===== config.mk =====
export PLATFORM = sky130hd
export DESIGN_NAME = ucu_ctrl
export DESIGN_NICKNAME = d
export VERILOG_FILES = /design/src/rtl/ucu_pkg.sv /design/src/rtl/ucu_store.sv /design/src/rtl/ucu_seq.sv /design/src/rtl/ucu_pipe.sv /design/src/rtl/ucu_ctrl.sv
export SDC_FILE = /design/constraint.sdc
export NUM_CORES = 1
export LEC_CHECK = 0
export ABC_AREA = 1
export BUFFER_PORTS_ARGS = -buffer_cell sky130_fd_sc_hd__clkbuf_2
export CORE_AREA = 5 5 300 302
export DETAILED_ROUTE_END_ITERATION = 10
export DIE_AREA = 0 0 305 307
export PLACE_DENSITY_LB_ADDON = 0.12
export SYNTH_ARGS = -nofsm -noshare
export SYNTH_HDL_FRONTEND = slang
export SYNTH_SLANG_ARGS = --single-unit

===== constraint.sdc =====
create_clock -name clk -period 2.6 [get_ports clk]
set_input_delay 0.26 -clock clk [delete_from_list [all_inputs] [get_ports clk]]
set_output_delay 0.26 -clock clk [all_outputs]
set_load 0.05 [all_outputs]

===== src/rtl/ucu_pkg.sv =====
`timescale 1ns/1ps
package ucu_pkg;

    localparam int OP_W = 2;

    // next-step operation carried in the top field of every word
    typedef enum logic [OP_W-1:0] {
        OP_STEP = 2'd0,
        OP_ZERO = 2'd1,
        OP_JUMP = 2'd2,
        OP_TEST = 2'd3
    } op_e;

endpackage


===== src/rtl/ucu_store.sv =====
`timescale 1ns/1ps
module ucu_store #(
    parameter int ADDR_W = 6,
    parameter int WORD_W = 18,
    localparam int DEPTH = 1 << ADDR_W
) (
    input  logic              clk,
    input  logic              wr_en,
    input  logic [ADDR_W-1:0] wr_addr,
    input  logic [WORD_W-1:0] wr_data,
    input  logic [ADDR_W-1:0] rd_addr,
    output logic [WORD_W-1:0] rd_data
);

    logic [WORD_W-1:0] cells [DEPTH];

    always_ff @(posedge clk) begin
        if (wr_en) begin
            cells[wr_addr] <= wr_data;
        end
    end

    // asynchronous read: the pipeline register downstream breaks the loop
    assign rd_data = cells[rd_addr];

endmodule


===== src/rtl/ucu_seq.sv =====
`timescale 1ns/1ps
module ucu_seq
    import ucu_pkg::*;
#(
    parameter int ADDR_W       = 6,
    parameter int CC_N         = 4,
    parameter bit CC_LAST_TRUE = 1'b0,
    localparam int SEL_W = $clog2(CC_N)
) (
    input  logic              clk,
    input  logic              rst_n,
    input  op_e               op,
    input  logic [ADDR_W-1:0] target,
    input  logic [SEL_W-1:0]  cc_sel,
    input  logic [CC_N-1:0]   cc_in,
    output logic [ADDR_W-1:0] fetch_addr
);

    logic [ADDR_W-1:0] upc_q;
    logic [ADDR_W-1:0] nxt;
    logic              cc_bit;
    logic              run_q;

    // condition multiplexer; one variant ties the last select to true
    generate
        if (CC_LAST_TRUE) begin : g_cc_tied
            always_comb begin
                cc_bit = (cc_sel == SEL_W'(CC_N - 1)) ? 1'b1 : cc_in[cc_sel];
            end
        end else begin : g_cc_plain
            always_comb begin
                cc_bit = cc_in[cc_sel];
            end
        end
    endgenerate

    // transition choice: STEP, ZERO, JUMP, TEST
    always_comb begin
        unique case (op)
            OP_STEP: nxt = upc_q;
            OP_ZERO: nxt = '0;
            OP_JUMP: nxt = target;
            OP_TEST: nxt = cc_bit ? target : upc_q;
            default: nxt = upc_q;
        endcase
    end

    // counter register: always fetched address plus one
    always_ff @(posedge clk or negedge rst_n) begin
        if (!rst_n) begin
            upc_q <= '0;
            run_q <= 1'b0;
        end else begin
            upc_q <= nxt + 1'b1;
            run_q <= 1'b1;
        end
    end

    assign fetch_addr = nxt;

    p_step_seq_r2: assert property (@(posedge clk) disable iff (!rst_n)
        (run_q && op == OP_STEP) |-> fetch_addr == ADDR_W'($past(fetch_addr) + 1'b1));

    p_zero_restart_r3: assert property (@(posedge clk) disable iff (!rst_n)
        (op == OP_ZERO) |=> upc_q == ADDR_W'(1));

    p_jump_target_r4: assert property (@(posedge clk) disable iff (!rst_n)
        (op == OP_JUMP) |=> upc_q == ADDR_W'($past(target) + 1'b1));

    p_test_taken_r5: assert property (@(posedge clk) disable iff (!rst_n)
        (op == OP_TEST && cc_bit) |=> upc_q == ADDR_W'($past(target) + 1'b1));

    p_test_fall_r6: assert property (@(posedge clk) disable iff (!rst_n)
        (run_q && op == OP_TEST && !cc_bit) |-> fetch_addr == ADDR_W'($past(fetch_addr) + 1'b1));

endmodule


===== src/rtl/ucu_pipe.sv =====
`timescale 1ns/1ps
module ucu_pipe #(
    parameter int                WORD_W   = 18,
    parameter logic [WORD_W-1:0] NOP_WORD = '0
) (
    input  logic              clk,
    input  logic              rst_n,
    input  logic [WORD_W-1:0] d,
    output logic [WORD_W-1:0] q
);

    always_ff @(posedge clk or negedge rst_n) begin
        if (!rst_n) begin
            q <= NOP_WORD;
        end else begin
            q <= d;
        end
    end

    p_nop_at_release_r1: assert property (@(posedge clk) disable iff (!rst_n)
        $rose(rst_n) |-> q == NOP_WORD);

endmodule


===== src/rtl/ucu_ctrl.sv =====
`timescale 1ns/1ps
module ucu_ctrl
    import ucu_pkg::*;
#(
    parameter int ADDR_W       = 6,
    parameter int CTRL_W       = 8,
    parameter int CC_N         = 4,
    parameter bit CC_LAST_TRUE = 1'b0,
    localparam int SEL_W  = $clog2(CC_N),
    localparam int WORD_W = OP_W + ADDR_W + SEL_W + CTRL_W
) (
    input  logic              clk,
    input  logic              rst_n,
    input  logic [CC_N-1:0]   cc_in,
    input  logic              ld_en,
    input  logic [ADDR_W-1:0] ld_addr,
    input  logic [WORD_W-1:0] ld_data,
    output logic [ADDR_W-1:0] fetch_addr,
    output logic [CTRL_W-1:0] ctrl_out
);

    localparam int SEL_LSB = CTRL_W;
    localparam int TGT_LSB = SEL_LSB + SEL_W;
    localparam int OP_LSB  = TGT_LSB + ADDR_W;
    localparam logic [WORD_W-1:0] NOP_WORD = '0;  // STEP with zero control

    logic [WORD_W-1:0] rd_word;
    logic [WORD_W-1:0] issued;
    logic              wr_ok;
    op_e               op;

    // loading is honoured only while the controller is held in reset
    assign wr_ok = ld_en & ~rst_n;

    ucu_store #(.ADDR_W(ADDR_W), .WORD_W(WORD_W)) store_i (
        .clk     (clk),
        .wr_en   (wr_ok),
        .wr_addr (ld_addr),
        .wr_data (ld_data),
        .rd_addr (fetch_addr),
        .rd_data (rd_word)
    );

    ucu_pipe #(.WORD_W(WORD_W), .NOP_WORD(NOP_WORD)) pipe_i (
        .clk   (clk),
        .rst_n (rst_n),
        .d     (rd_word),
        .q     (issued)
    );

    assign op = op_e'(issued[OP_LSB +: OP_W]);

    ucu_seq #(.ADDR_W(ADDR_W), .CC_N(CC_N), .CC_LAST_TRUE(CC_LAST_TRUE)) seq_i (
        .clk        (clk),
        .rst_n      (rst_n),
        .op         (op),
        .target     (issued[TGT_LSB +: ADDR_W]),
        .cc_sel     (issued[SEL_LSB +: SEL_W]),
        .cc_in      (cc_in),
        .fetch_addr (fetch_addr)
    );

    assign ctrl_out = issued[CTRL_W-1:0];

    p_issue_follows_fetch_r8: assert property (@(posedge clk) disable iff (!rst_n)
        $past(rst_n) |-> ctrl_out == $past(rd_word[CTRL_W-1:0]));

endmodule


---- After elaboration in Yosys (flattened, before gate mapping) ----
Memory sizes are Yosys's and may differ from the RTL's. A register that Yosys moved wholly into a read port is not among the register bits.
Index checks and enable logic that the tools add are counted.
word-level totals
  flip-flop bits (word level) ............. 6
  bits in writable memories ............... 1,152
  output and inout port bits .............. 14
  word-level logic and storage cells ...... 17
  memories ................................ 1
memory list
  name           words  width  rd ports  clocked after Yosys merged registers in  write ports  line             text
  store_i.cells  64     18     1         1                                        1            ucu_store.sv:15  logic [WORD_W-1:0] cells [DEPTH];
cells by class
  add/subtract/negate cells ............... 1
  magnitude comparators ................... 1
  equality and inequality tests ........... 3
  multiplexer cells ....................... 6
  bitwise logic cells ..................... 2
  reductions and logical operators ........ 2
operator list
  cell                                                                   count
  6-bit one-hot mux with 4 select lines                                  1
  6-bit by 1-bit adder with 6-bit output, second input constant          1
  6-bit two-way mux                                                      1
  2-bit equality test, second input constant                             2
  2-bit by 3-bit < comparator with 1-bit output, second input constant   1
  1-bit two-way mux                                                      3
  1-bit binary-select mux with 2-bit select                              1
  2-bit by 1-bit equality test with 1-bit output, second input constant  1
  2-bit logical NOT                                                      1
  1-bit bitwise AND                                                      1
  1-bit logical NOT                                                      1
  1-bit NOT                                                              1

---- Depth between registers and ports, before layout ----
  depth after elaboration ................. 5
  gate-level depth with buffers ........... 19

---- Hierarchy ----
From an unflattened synthesis, not the netlist that was laid out.
second synthesis, totals
  cells, all modules ...................... 4,000
  area, all modules ....................... 48,018.6 µm²
modules (own cells, without submodules)
  module     instances  cells an instance  area each (µm²)  sequential area each (µm²)
  ucu_store  1          3,924              47,065.1         34,593.2
  ucu_seq    1          56                 493.0            150.1
  ucu_pipe   1          18                 450.4            450.4
  ucu_ctrl   1          2                  10.0             0.0

---- Worst setup path before layout ----
Ideal clock, no wire load.
  path type ............................... in2reg
  start point ............................. input ld_en
  end point ............................... memory store_i.cells[48][0], enable pin
  arrival time ............................ 2,716 ps
  required time ........................... 2,160 ps
  slack ................................... -556 ps
  cell stages on the path ................. 4
  path buffers ............................ 0
  cells stage by stage .................... inv_1 > nor2_1 > nand4_1 > nor4_1
on the way
  longest elaborated chain between the ends .. 3
RTL lines
  what                                     line             text
  from (decl)                              ucu_ctrl.sv:15   input logic ld_en,
  1-bit bitwise AND                        ucu_ctrl.sv:33   assign wr_ok = ld_en & ~rst_n;
  1-bit two-way mux                        ucu_store.sv:18  if (wr_en) begin
  1-bit two-way mux (implied by the code)  ucu_store.sv:19  cells[wr_addr] <= wr_data;
  to (decl)                                ucu_store.sv:15
Every way passes these cells.

---- Worst setup path in the final report ----
  start point ............................. register pipe_i.q[8], read port of store_i.cells
  end point ............................... register pipe_i.q[5], read port of store_i.cells
on the way
  longest elaborated chain between the ends .. 4
RTL lines
  what                                       line           text
  from (decl)                                ucu_pipe.sv:9  output logic [WORD_W-1:0] q
  1-bit binary-select mux with 2-bit select  ucu_seq.sv:32  cc_bit = cc_in[cc_sel];
  1-bit two-way mux (implied by the code)    ucu_seq.sv:32
  6-bit two-way mux                          ucu_seq.sv:43  OP_TEST: nxt = cc_bit ? target : upc_q;
  6-bit one-hot mux with 4 select lines      ucu_seq.sv:39  unique case (op)
Every way passes these cells. The select of a mux whose other input is x is not followed.

==> impl_metrics.tcl <==
set metrics [dict create \
    criticalPathCategory "reg2reg" \
    switching_share_pct 43.2 \
    max_slew.worst_pin.slew_ns 0.982 \
    syn_area_um2 51600 \
    fin_area_um2 62300 \
    wirelength_mm 155 \
    p_switching_mw 37.5 \
    wl_per_cell_um 25.1 \
    clkLatencyLatePin_ns 0.71 \
    rr_endpoint "pipe_i.q[5]$_DFF_PN0_" \
    core-area_um2 87400 \
    finalCritPeriodShare_pct 102 \
    grt_use_total_pct 31.3 \
    synth_edf_count 1152 \
    cts_tree "yes" \
    die_height_um 307 \
    cp_max_fo 9 \
    portBuffers 44 \
    setup_ws_ns -0.0609 \
    min_path_type "in2reg" \
    grt_max_degree 65 \
    post_synth.cell_area_avg_um2 11.1 \
    cp.depth 19 \
    leakagePower_nw 24.9 \
    rows 109 \
    violations "setup timing" \
    ys_seq_area_share_pct 68.2 \
    via_per_inst 5.96 \
    crit_arrival_ns 3.30 \
    comb_power_share_pct 56.3 \
    finalWeightedCongestion 0.899 \
    dr_total_vias 36900 \
    die_area_um2 93600 \
    first_global_vias 34500 \
    synth_nets 4664 \
    synth-seq-cells 1176 \
    crit_end "pipe_i.q[5]$_DFF_PN0_" \
    numCtsBuffers 117 \
    pwr-share-clk_pct 19.0 \
    synthToLayoutAreaGrowth_pct 20.7 \
    seq_power_share_pct 24.6 \
    startpoint "pipe_i.q[8]$_DFF_PN0_" \
    grt_pass1_wl_mm 220 \
    worstReg2RegStart "pipe_i.q[8]$_DFF_PN0_" \
    fin_nets 4948 \
    synth_ff_type "edfxtp_1" \
    drtAntennaViolNets 0 \
    synth_cell_types 24 \
    dpl_cell_area_um2 55600 \
    floorplan.io_pins 45 \
    ir_drop_mv 0.858 \
    intPower_mw 49.2 \
    layout_common_cells "edfxtp_1 (1152), nand3_1 (1047), nand2_1 (739)" \
    setup_tns_ns -0.171 \
    drtIter0Drc 5067 \
    clkTransAtPathRegs_ns 0.06 \
    fin_crit_ns 2.66 \
    hpwl_mm 86.5 \
    setup_viol 4 \
    drv_cap 0 \
    slew_viol_final 0 \
    critPathMaxStageDelay_ns 0.42 \
    yosys_warnings 0 \
    initial_core_util_pct 59.0 \
    antenna_found_initial 5 \
    fmax_mhz 376 \
    grt-ovfl-total 0 \
    outcome "complete, but fails checks" \
    hold_violations 0 \
    drive_above_1_share_pct 17.4 \
    rsz0062_at_grt "true" \
    cp.required_ns 3.24 \
    cp-start-kind "register" \
    cts_sinks 1176 \
    drc 0 \
    layout_commonest_cell "edfxtp_1" \
    clk_path_buf_depth 3 \
    die_w_um 305 \
    critPathTopFamily "simple AND/OR/NAND/NOR gates" \
    rrSetupSlack_ns -0.06 \
    power_density_nw_per_um2 1390 \
    critPathBufInv 7 \
    path_common_cell "nand3_1" \
    slew-limit-headroom_pct 34.5 \
    syn_inst 4632 \
    rr_worst_depth 19 \
    end_kind "register" \
    drtPass1Iterations 6 \
    h-tree-depth 3 \
    path_cells "inv_2 > nand2_2 > nand3_2 > nand2_4 > nand2_4 > nand3_4 > buf_12 > buf_6 > buf_16 > buf_16 > nand3b_1 > nand3_1 > nand3_1 > nand3_2 > nand3_1 > buf_4 > nand3_1 > buf_4 > nand2_1" \
    synthArstFlopShare_pct 2.04 \
    cts-root-buf "clkbuf_16" \
    critical_path.slowest_cell "dfrtp_1" \
    finClkSkew_ns 0.0335 \
]
==> cells in the mapped netlist (all sizes together) (8+ instances only) <==
cell    count  share of area (%)
clkbuf    107               0.78
nor2       58               0.42
nand3    1201                 12
dfrtp      24                1.2
nand2     750                5.5
buf       205                2.2
nand4       9               0.11
inv       711                5.2
edfxtp   1152                 67
nand3b    396                5.8
nor4        8              0.097
==> worst min path at each step <==
stage	end	start	cells after the start	slack, ns
5_1_grt	store_i.cells[7][14]$_DFFE_PP_	ld_data[14]	2	0.05
4_1_cts	store_i.cells[17][7]$_DFFE_PP_	ld_data[7]	1	0.03
3_3_place_gp	pipe_i.q[13]$_DFF_PN0_	rst_n	2	0.52
6_report	store_i.cells[7][14]$_DFFE_PP_	ld_data[14]	2	0.05
3_5_place_dp	pipe_i.q[13]$_DFF_PN0_	rst_n	2	0.54
2_1_floorplan	pipe_i.q[0]$_DFF_PN0_	rst_n	0	-0.04
==> sequential cells by signal (all words and copies together) (netlist names) <==
| signal | cells |
|---|---|
| store_i.cells | 1152 |
| pipe_i.q | 18 |
| seq_i.upc_q | 6 |
==> power by group through the flow <==
stage                     clock (mW)  combinational (mW)  sequential [mW]
final                           16.5                48.9             21.4
after global routing            17.5                51.3             21.4
after CTS                       16.6                43.1             21.3
after detailed placement           0                39.1             21.7
after global placement             0                38.8             21.7
after floorplan                    0                22.4             21.6
==> per-layer routing <==
metal | vias to the layer above | GRT usage [%] | routed length, µm
met5 | - | 0 | 27
met1 | 17900 | 44.9 | 60300
met3 | 291 | 6.95 | 18600
met4 | 4 | 11.6 | 5390
li1 | 16400 | - | -
met2 | 2258 | 47.9 | 70900
==> area by class of cell <==
cell class              instances  area, µm²
repair buffers                476       5700
fillers                      5906      25100
well taps                    1165       1460
inverters                     711       2700
clock buffers                 151       3160
multi-input cells            2434      13500
diodes                          2       5.00
clock inverters                65        541
flip-flops and latches       1176      35200
==> through the flow <==
stage                     instances  setup slack [ns]  hold slack [ns]  utilization (%)  total power [mW]
after floorplan                4632            -0.556          -0.0356                -              44.0
after detailed placement       5878            -0.480            0.536             63.6              60.9
after global routing           6178            -0.161           0.0469             71.2              90.2
after CTS                      6133           -0.0811           0.0335             69.2              81.0
final                          6180           -0.0609           0.0455             71.2              86.7
after global placement         5878            -0.524            0.522             63.6              60.5
==> repair_timing <==
action / 4_1_cts / 5_1_grt
hold endpoints to repair: 38 / 0
pin swaps: 11 / 49
buffers inserted: 23 / 20
hold buffers: 3 / 0
resized for setup: 113 / 217
gates cloned: 14 / 25
setup endpoints to repair: 24 / 24
==> worst reg2reg max path, stage by stage (launching register included) <==
cell and delay (ns):
dfrtp_1 0.42, inv_2 0.09, nand2_2 0.05, nand3_2 0.08, nand2_4 0.08, nand2_4 0.09, nand3_4 0.14, buf_12 0.18
buf_6 0.12, buf_16 0.17, buf_16 0.18, nand3b_1 0.08, nand3_1 0.10, nand3_1 0.11, nand3_2 0.09, nand3_1 0.11
buf_4 0.15, nand3_1 0.12, buf_4 0.19, nand2_1 0.07
==> kinds of logic after synthesis <==
| family | Yosys count | synth area share, % |
|---|---|---|
| fa+ha+maj | 1 | 0.0242 |
| xor+xnor | 4 | 0.0679 |
| compound gates | 5 | 0.0824 |
| flops | 1176 | 68.2 |
| buf+inv | 1023 | 8.12 |
| simple gates | 2423 | 23.5 |
Note: power is estimated with default switching activity, not from simulation.
